$ cat config.mk
export PLATFORM = sky130hd
export DESIGN_NAME = nmi_ctx_regs
export DESIGN_NICKNAME = d
export VERILOG_FILES = /design/src/rtl/nmi_ctx_pkg.sv /design/src/rtl/ctx_hold_reg.sv /design/src/rtl/cause_reg.sv /design/src/rtl/sr_read_mux.sv /design/src/rtl/nmi_ctx_regs.sv
export SDC_FILE = /design/constraint.sdc
export NUM_CORES = 1
export LEC_CHECK = 0
export BUFFER_PORTS_ARGS = -buffer_cell sky130_fd_sc_hd__buf_2
export CAP_MARGIN = 20
export CELL_PAD_IN_SITES_DETAIL_PLACEMENT = 2
export CELL_PAD_IN_SITES_GLOBAL_PLACEMENT = 2
export CORE_ASPECT_RATIO = 0.7
export CORE_MARGIN = 2
export CORE_UTILIZATION = 30
export DETAILED_ROUTE_END_ITERATION = 8
export PLACE_DENSITY_LB_ADDON = 0.1
export SLEW_MARGIN = 20
export SYNTH_ARGS = -nofsm -noshare
export SYNTH_HDL_FRONTEND = slang
export SYNTH_SLANG_ARGS = --single-unit
$ cat constraint.sdc
create_clock -name clk -period 4.2 [get_ports clk]
set_clock_uncertainty 0.05 [all_clocks]
set_input_delay 0.63 -clock clk [delete_from_list [all_inputs] [get_ports clk]]
set_output_delay 0.63 -clock clk [all_outputs]
set_load 0.02 [all_outputs]
$ cat src/rtl/nmi_ctx_pkg.sv
package nmi_ctx_pkg;
  typedef enum logic [1:0] {
    SEL_SPC   = 2'd0,
    SEL_SPSW  = 2'd1,
    SEL_CAUSE = 2'd2,
    SEL_NONE  = 2'd3
  } sr_sel_e;
endpackage

$ cat src/rtl/ctx_hold_reg.sv
// Saved-state register: hardware capture has priority over a software write.
// Only KEEP_W bits are stored; the rest of the word is constant zero.
module ctx_hold_reg #(
  parameter int KEEP_W = 26
) (
  input  logic              clk,
  input  logic              cap_en,
  input  logic [KEEP_W-1:0] cap_d,
  input  logic              wr_en,
  input  logic [KEEP_W-1:0] wr_d,
  output logic [KEEP_W-1:0] q
);
  always_ff @(posedge clk) begin
    if (cap_en)     q <= cap_d;
    else if (wr_en) q <= wr_d;
  end
endmodule

$ cat src/rtl/cause_reg.sv
// Combined cause register: upper half from NMI, lower half from maskable events.
module cause_reg #(
  parameter int CODE_W = 16
) (
  input  logic                clk,
  input  logic                rst,
  input  logic                nmi_en,
  input  logic [CODE_W-1:0]   nmi_code,
  input  logic                exc_en,
  input  logic [CODE_W-1:0]   exc_code,
  output logic [2*CODE_W-1:0] q
);
  always_ff @(posedge clk) begin
    if (rst) begin
      q <= '0;
    end else begin
      if (nmi_en) q[2*CODE_W-1:CODE_W] <= nmi_code;
      if (exc_en) q[CODE_W-1:0]        <= exc_code;
    end
  end
endmodule

$ cat src/rtl/sr_read_mux.sv
// Registered read path of the system-register port.
module sr_read_mux
  import nmi_ctx_pkg::*;
#(
  parameter int XLEN = 32
) (
  input  logic            clk,
  input  logic            rst,
  input  logic [1:0]      sel,
  input  logic [XLEN-1:0] spc,
  input  logic [XLEN-1:0] spsw,
  input  logic [XLEN-1:0] cause,
  output logic [XLEN-1:0] rdata
);
  logic [XLEN-1:0] mux_d;

  always_comb begin
    unique case (sr_sel_e'(sel))
      SEL_SPC:   mux_d = spc;
      SEL_SPSW:  mux_d = spsw;
      SEL_CAUSE: mux_d = cause;
      default:   mux_d = '0;
    endcase
  end

  always_ff @(posedge clk) begin
    if (rst) rdata <= '0;
    else     rdata <= mux_d;
  end
endmodule

$ cat src/rtl/nmi_ctx_regs.sv
module nmi_ctx_regs
  import nmi_ctx_pkg::*;
#(
  parameter int XLEN     = 32,
  parameter int PC_KEEP  = 26,
  parameter int PSW_KEEP = 8,
  parameter int CODE_W   = 16
) (
  input  logic              clk,
  input  logic              rst,
  input  logic              nmi_take,
  input  logic [XLEN-1:0]   nmi_ret_pc,
  input  logic [XLEN-1:0]   nmi_psw,
  input  logic [CODE_W-1:0] nmi_code,
  input  logic              exc_take,
  input  logic [CODE_W-1:0] exc_code,
  input  logic              reti,
  input  logic [1:0]        sr_sel,
  input  logic              sr_we,
  input  logic [XLEN-1:0]   sr_wdata,
  output logic [XLEN-1:0]   sr_rdata,
  output logic [XLEN-1:0]   rst_pc,
  output logic [XLEN-1:0]   rst_psw,
  output logic              rst_valid
);
  localparam int PC_PAD  = XLEN - PC_KEEP;
  localparam int PSW_PAD = XLEN - PSW_KEEP;

  logic [PC_KEEP-1:0]  spc_q;
  logic [PSW_KEEP-1:0] spsw_q;
  logic [XLEN-1:0]     cause_q;
  logic [XLEN-1:0]     spc_word, spsw_word;
  logic                wr_spc, wr_spsw;

  // Writes to the cause select and the unused select decode to nothing.
  assign wr_spc  = sr_we && (sr_sel_e'(sr_sel) == SEL_SPC);
  assign wr_spsw = sr_we && (sr_sel_e'(sr_sel) == SEL_SPSW);

  // Reserved bits are zero-filled here for every consumer.
  assign spc_word  = {{PC_PAD{1'b0}},  spc_q};
  assign spsw_word = {{PSW_PAD{1'b0}}, spsw_q};

  ctx_hold_reg #(.KEEP_W(PC_KEEP)) u_spc (
    .clk    (clk),
    .cap_en (nmi_take),
    .cap_d  (nmi_ret_pc[PC_KEEP-1:0]),
    .wr_en  (wr_spc),
    .wr_d   (sr_wdata[PC_KEEP-1:0]),
    .q      (spc_q)
  );

  ctx_hold_reg #(.KEEP_W(PSW_KEEP)) u_spsw (
    .clk    (clk),
    .cap_en (nmi_take),
    .cap_d  (nmi_psw[PSW_KEEP-1:0]),
    .wr_en  (wr_spsw),
    .wr_d   (sr_wdata[PSW_KEEP-1:0]),
    .q      (spsw_q)
  );

  cause_reg #(.CODE_W(CODE_W)) u_cause (
    .clk      (clk),
    .rst      (rst),
    .nmi_en   (nmi_take),
    .nmi_code (nmi_code),
    .exc_en   (exc_take),
    .exc_code (exc_code),
    .q        (cause_q)
  );

  sr_read_mux #(.XLEN(XLEN)) u_rd (
    .clk   (clk),
    .rst   (rst),
    .sel   (sr_sel),
    .spc   (spc_word),
    .spsw  (spsw_word),
    .cause (cause_q),
    .rdata (sr_rdata)
  );

  // Restore outputs, registered.
  always_ff @(posedge clk) begin
    if (rst) begin
      rst_valid <= 1'b0;
      rst_pc    <= '0;
      rst_psw   <= '0;
    end else begin
      rst_valid <= reti;
      if (reti) begin
        rst_pc  <= spc_word;
        rst_psw <= spsw_word;
      end
    end
  end
endmodule

==> impl_metrics.env <==
export IMPL_hold_class="primary input to flip-flop"
export IMPL_hpwlAfterDp_um=10370
export IMPL_ir_worst_vdd_mv=0.2452
export IMPL_p_sw_share_pct=25.19
export IMPL_grt_pass1_vias=4148
export IMPL_drv_slew=0
export IMPL_busiest_layer="met2"
export IMPL_synth_area_um2=5236
export IMPL_seq_power_share_pct=45.1
export IMPL_ctsHoldBuffers=0
export IMPL_met1_usage_pct=20.04
export IMPL_cp_slowest_cell="o21bai_4"
export IMPL_antenna_found_initial=4
export IMPL_cts_repair_resized=0
export IMPL_finalPower_w=0.003252
export IMPL_gp_congestion=0.7386
export IMPL_core_um2=17120
export IMPL_comb_power_share_pct=11.5
export IMPL_status="completed"
export IMPL_area_growth_pct=27.46
export IMPL_htreeDepth=4
export IMPL_met2_usage_pct=26.10
export IMPL_antenna_left=0
export IMPL_nNetsFinal=753
export IMPL_cp_end_kind="flip-flop"
export IMPL_arrival_ns=2.11
export IMPL_drc=0
export IMPL_start_util_pct=30.59
export IMPL_crit_fanout=27
export IMPL_fp_row_count=40
export IMPL_drt_initial_drc_count=83
export IMPL_synth_cells=458
export IMPL_clock_latency_ns=0.41
export IMPL_avgSynthCellArea_um2=11.43
export IMPL_power_density_nw_per_um2=487.2
export IMPL_setup_tns_ns=0
export IMPL_power_frac_clock_pct=43.4
export IMPL_start_kind="primary input"
export IMPL_min_period_ns=2.139
export IMPL_synth_edff_count=34
export IMPL_firstDrtPassIters=4
export IMPL_synth_distinct_cells=19
export IMPL_drive_gt1_share_pct=36.35
export IMPL_grt_use_met3_pct=5.723
export IMPL_hold_viol=0
export IMPL_fp_dieW_um=161.9
export IMPL_grt_ovfl_total=0
export IMPL_relSlewSlack_pct=34.96
export IMPL_synth_warnings=0
export IMPL_post_cts_buffers=0
export IMPL_wirelength_um=14620
export IMPL_critPathMaxStageDelay_ns=0.77
export IMPL_cts_sink_count=133
export IMPL_cap_violations=0
export IMPL_wl_per_cell_um=16.96
export IMPL_path_cells="buf_2 > nand2b_1 > o21bai_4"
export IMPL_portBuffers=166
export IMPL_grt_max_degree=50
export IMPL_p_int_w=0.002433
export IMPL_ys_ff_latch=133
export IMPL_synth_seq_area_share_pct=57.35
export IMPL_dieHeight_um=114.5
export IMPL_path_clk_slew_ns=0.06
export IMPL_crit_type="primary input to flip-flop"
export IMPL_power_switching_w=0.0008190
export IMPL_setup_violations=0
export IMPL_cp_data_required_time_ns=4.18
export IMPL_layout_commonest_cell="buf_2"
export IMPL_clock_path_buffers=2
export IMPL_final_cell_mix="buf_2, dfxtp_1, mux2i_1"
export IMPL_grt_first_pass_wirelength_um=22480
export IMPL_synth_flop_cell="dfxtp_1"
export IMPL_numCtsBuffers=17
export IMPL_rsz0062_at_grt="false"
export IMPL_cts_tree="built"
export IMPL_num_io_pins=233
export IMPL_routed_via_density=4.377
export IMPL_total_leakage_power_nw=3.250
export IMPL_fin_crit_sh_pct=50.92
export IMPL_dieArea_um2=18540
export IMPL_via_count=3773
export IMPL_track_usage_pct=16.16
export IMPL_max_freq_ghz=0.4676
export IMPL_async_flop_share_pct=0
export IMPL_worstMarginPinSlew_ns=0.9730
export IMPL_cts_root_buf="clkbuf_16"
[cell type report]
class / count / area [µm²]
Timing Repair Buffer: 170 / 860.8
Multi-Input combinational cell: 286 / 1916
Tap cell: 231 / 289.0
Antenna cell: 1 / 2.502
Clock buffer: 25 / 528.0
Sequential cell: 133 / 3003
Inverter: 9 / 33.78
Clock inverter: 7 / 41.29
Fill cell: 1883 / 10440
[path summary, 6_finish.rpt]
path | from | to | slack (ns) | cells past startpoint
setup / recovery | sr_sel[1] | u_spc.q[0]$_DFFE_PP_ | 2.06 | 3
hold / removal | exc_code[11] | u_cause.q[11]$_SDFFE_PP0P_ | 0.41 | 3
setup reg to reg | u_spsw.q[2]$_DFFE_PP_ | u_rd.rdata[2]$_SDFF_PP0_ | 3.30 | 2
hold reg to reg | u_cause.q[27]$_SDFFE_PP0P_ | u_rd.rdata[27]$_SDFF_PP0_ | 0.43 | 1
[cells by family (layout without fill, tap and decap cells)]
kind of cell | after synthesis | count (layout) | share of synthesized area [%]
buf+inv | 68 | 211 | 8.363
other cells | 1 | 31 | 0.07162
mux | 110 | 110 | 21.46
compound gates | 10 | 10 | 1.625
flops | 133 | 133 | 57.35
simple gates | 136 | 136 | 11.14
[Yosys cell counts, types with 3 or more instances]
cell type | instances | share of area [%]
dfxtp_1 | 99 | 38
edfxtp_1 | 34 | 19
clkbuf_1 | 3 | 0.22
o32ai_1 | 8 | 1.3
nand2b_1 | 10 | 1.2
and3_1 | 6 | 0.72
mux2i_1 | 92 | 18
nor2_2 | 10 | 1.2
nor2_1 | 75 | 5.4
buf_4 | 40 | 5.7
nand2_1 | 32 | 2.3
buf_2 | 14 | 1.3
inv_1 | 9 | 0.65
mux2_2 | 18 | 3.9
[critical path, delay by kind of cell]
kind | cells | cell delay (ns)
AOI/OAI and AO/OA | 1 | 0.77
buffers and inverters | 1 | 0.37
and+or+nand+nor | 1 | 0.32
[layer usage]
metal	vias up	routed length, µm
met5	-	31
met4	6	232
met3	23	903
met2	113	6880
met1	1834	6568
li1	1797	-
[through the flow]
step,instance area [µm²],worst slack [ns],cells,utilization (%),hold WS [ns]
final,6674,2.061,862,38.99,0.4072
after global routing,6671,1.980,861,38.98,0.4136
after CTS,6671,2.023,861,38.98,0.3929
after detailed placement,6102,1.580,829,35.65,0.4270
after global placement,6102,1.602,829,35.65,0.4178
after floorplan,5345,1.581,487,-,0.4016
[power by group through the flow]
stage               clock, W  combinational [W]  sequential, W
floorplan                  0           0.000217        0.00153
global placement           0           0.000368        0.00149
detailed placement         0           0.000380        0.00150
CTS                  0.00145           0.000382        0.00147
global route         0.00151           0.000412        0.00148
finish               0.00141           0.000373        0.00147
[sequential cells by signal (all words and copies together) (netlist names)]
register / cells
u_cause.q: 32
u_spsw.q: 8
u_spc.q: 26
rst_pc: 26
u_rd.rdata: 32
rst_psw: 8
rst_valid: 1
(Power assumes the default switching activity.)
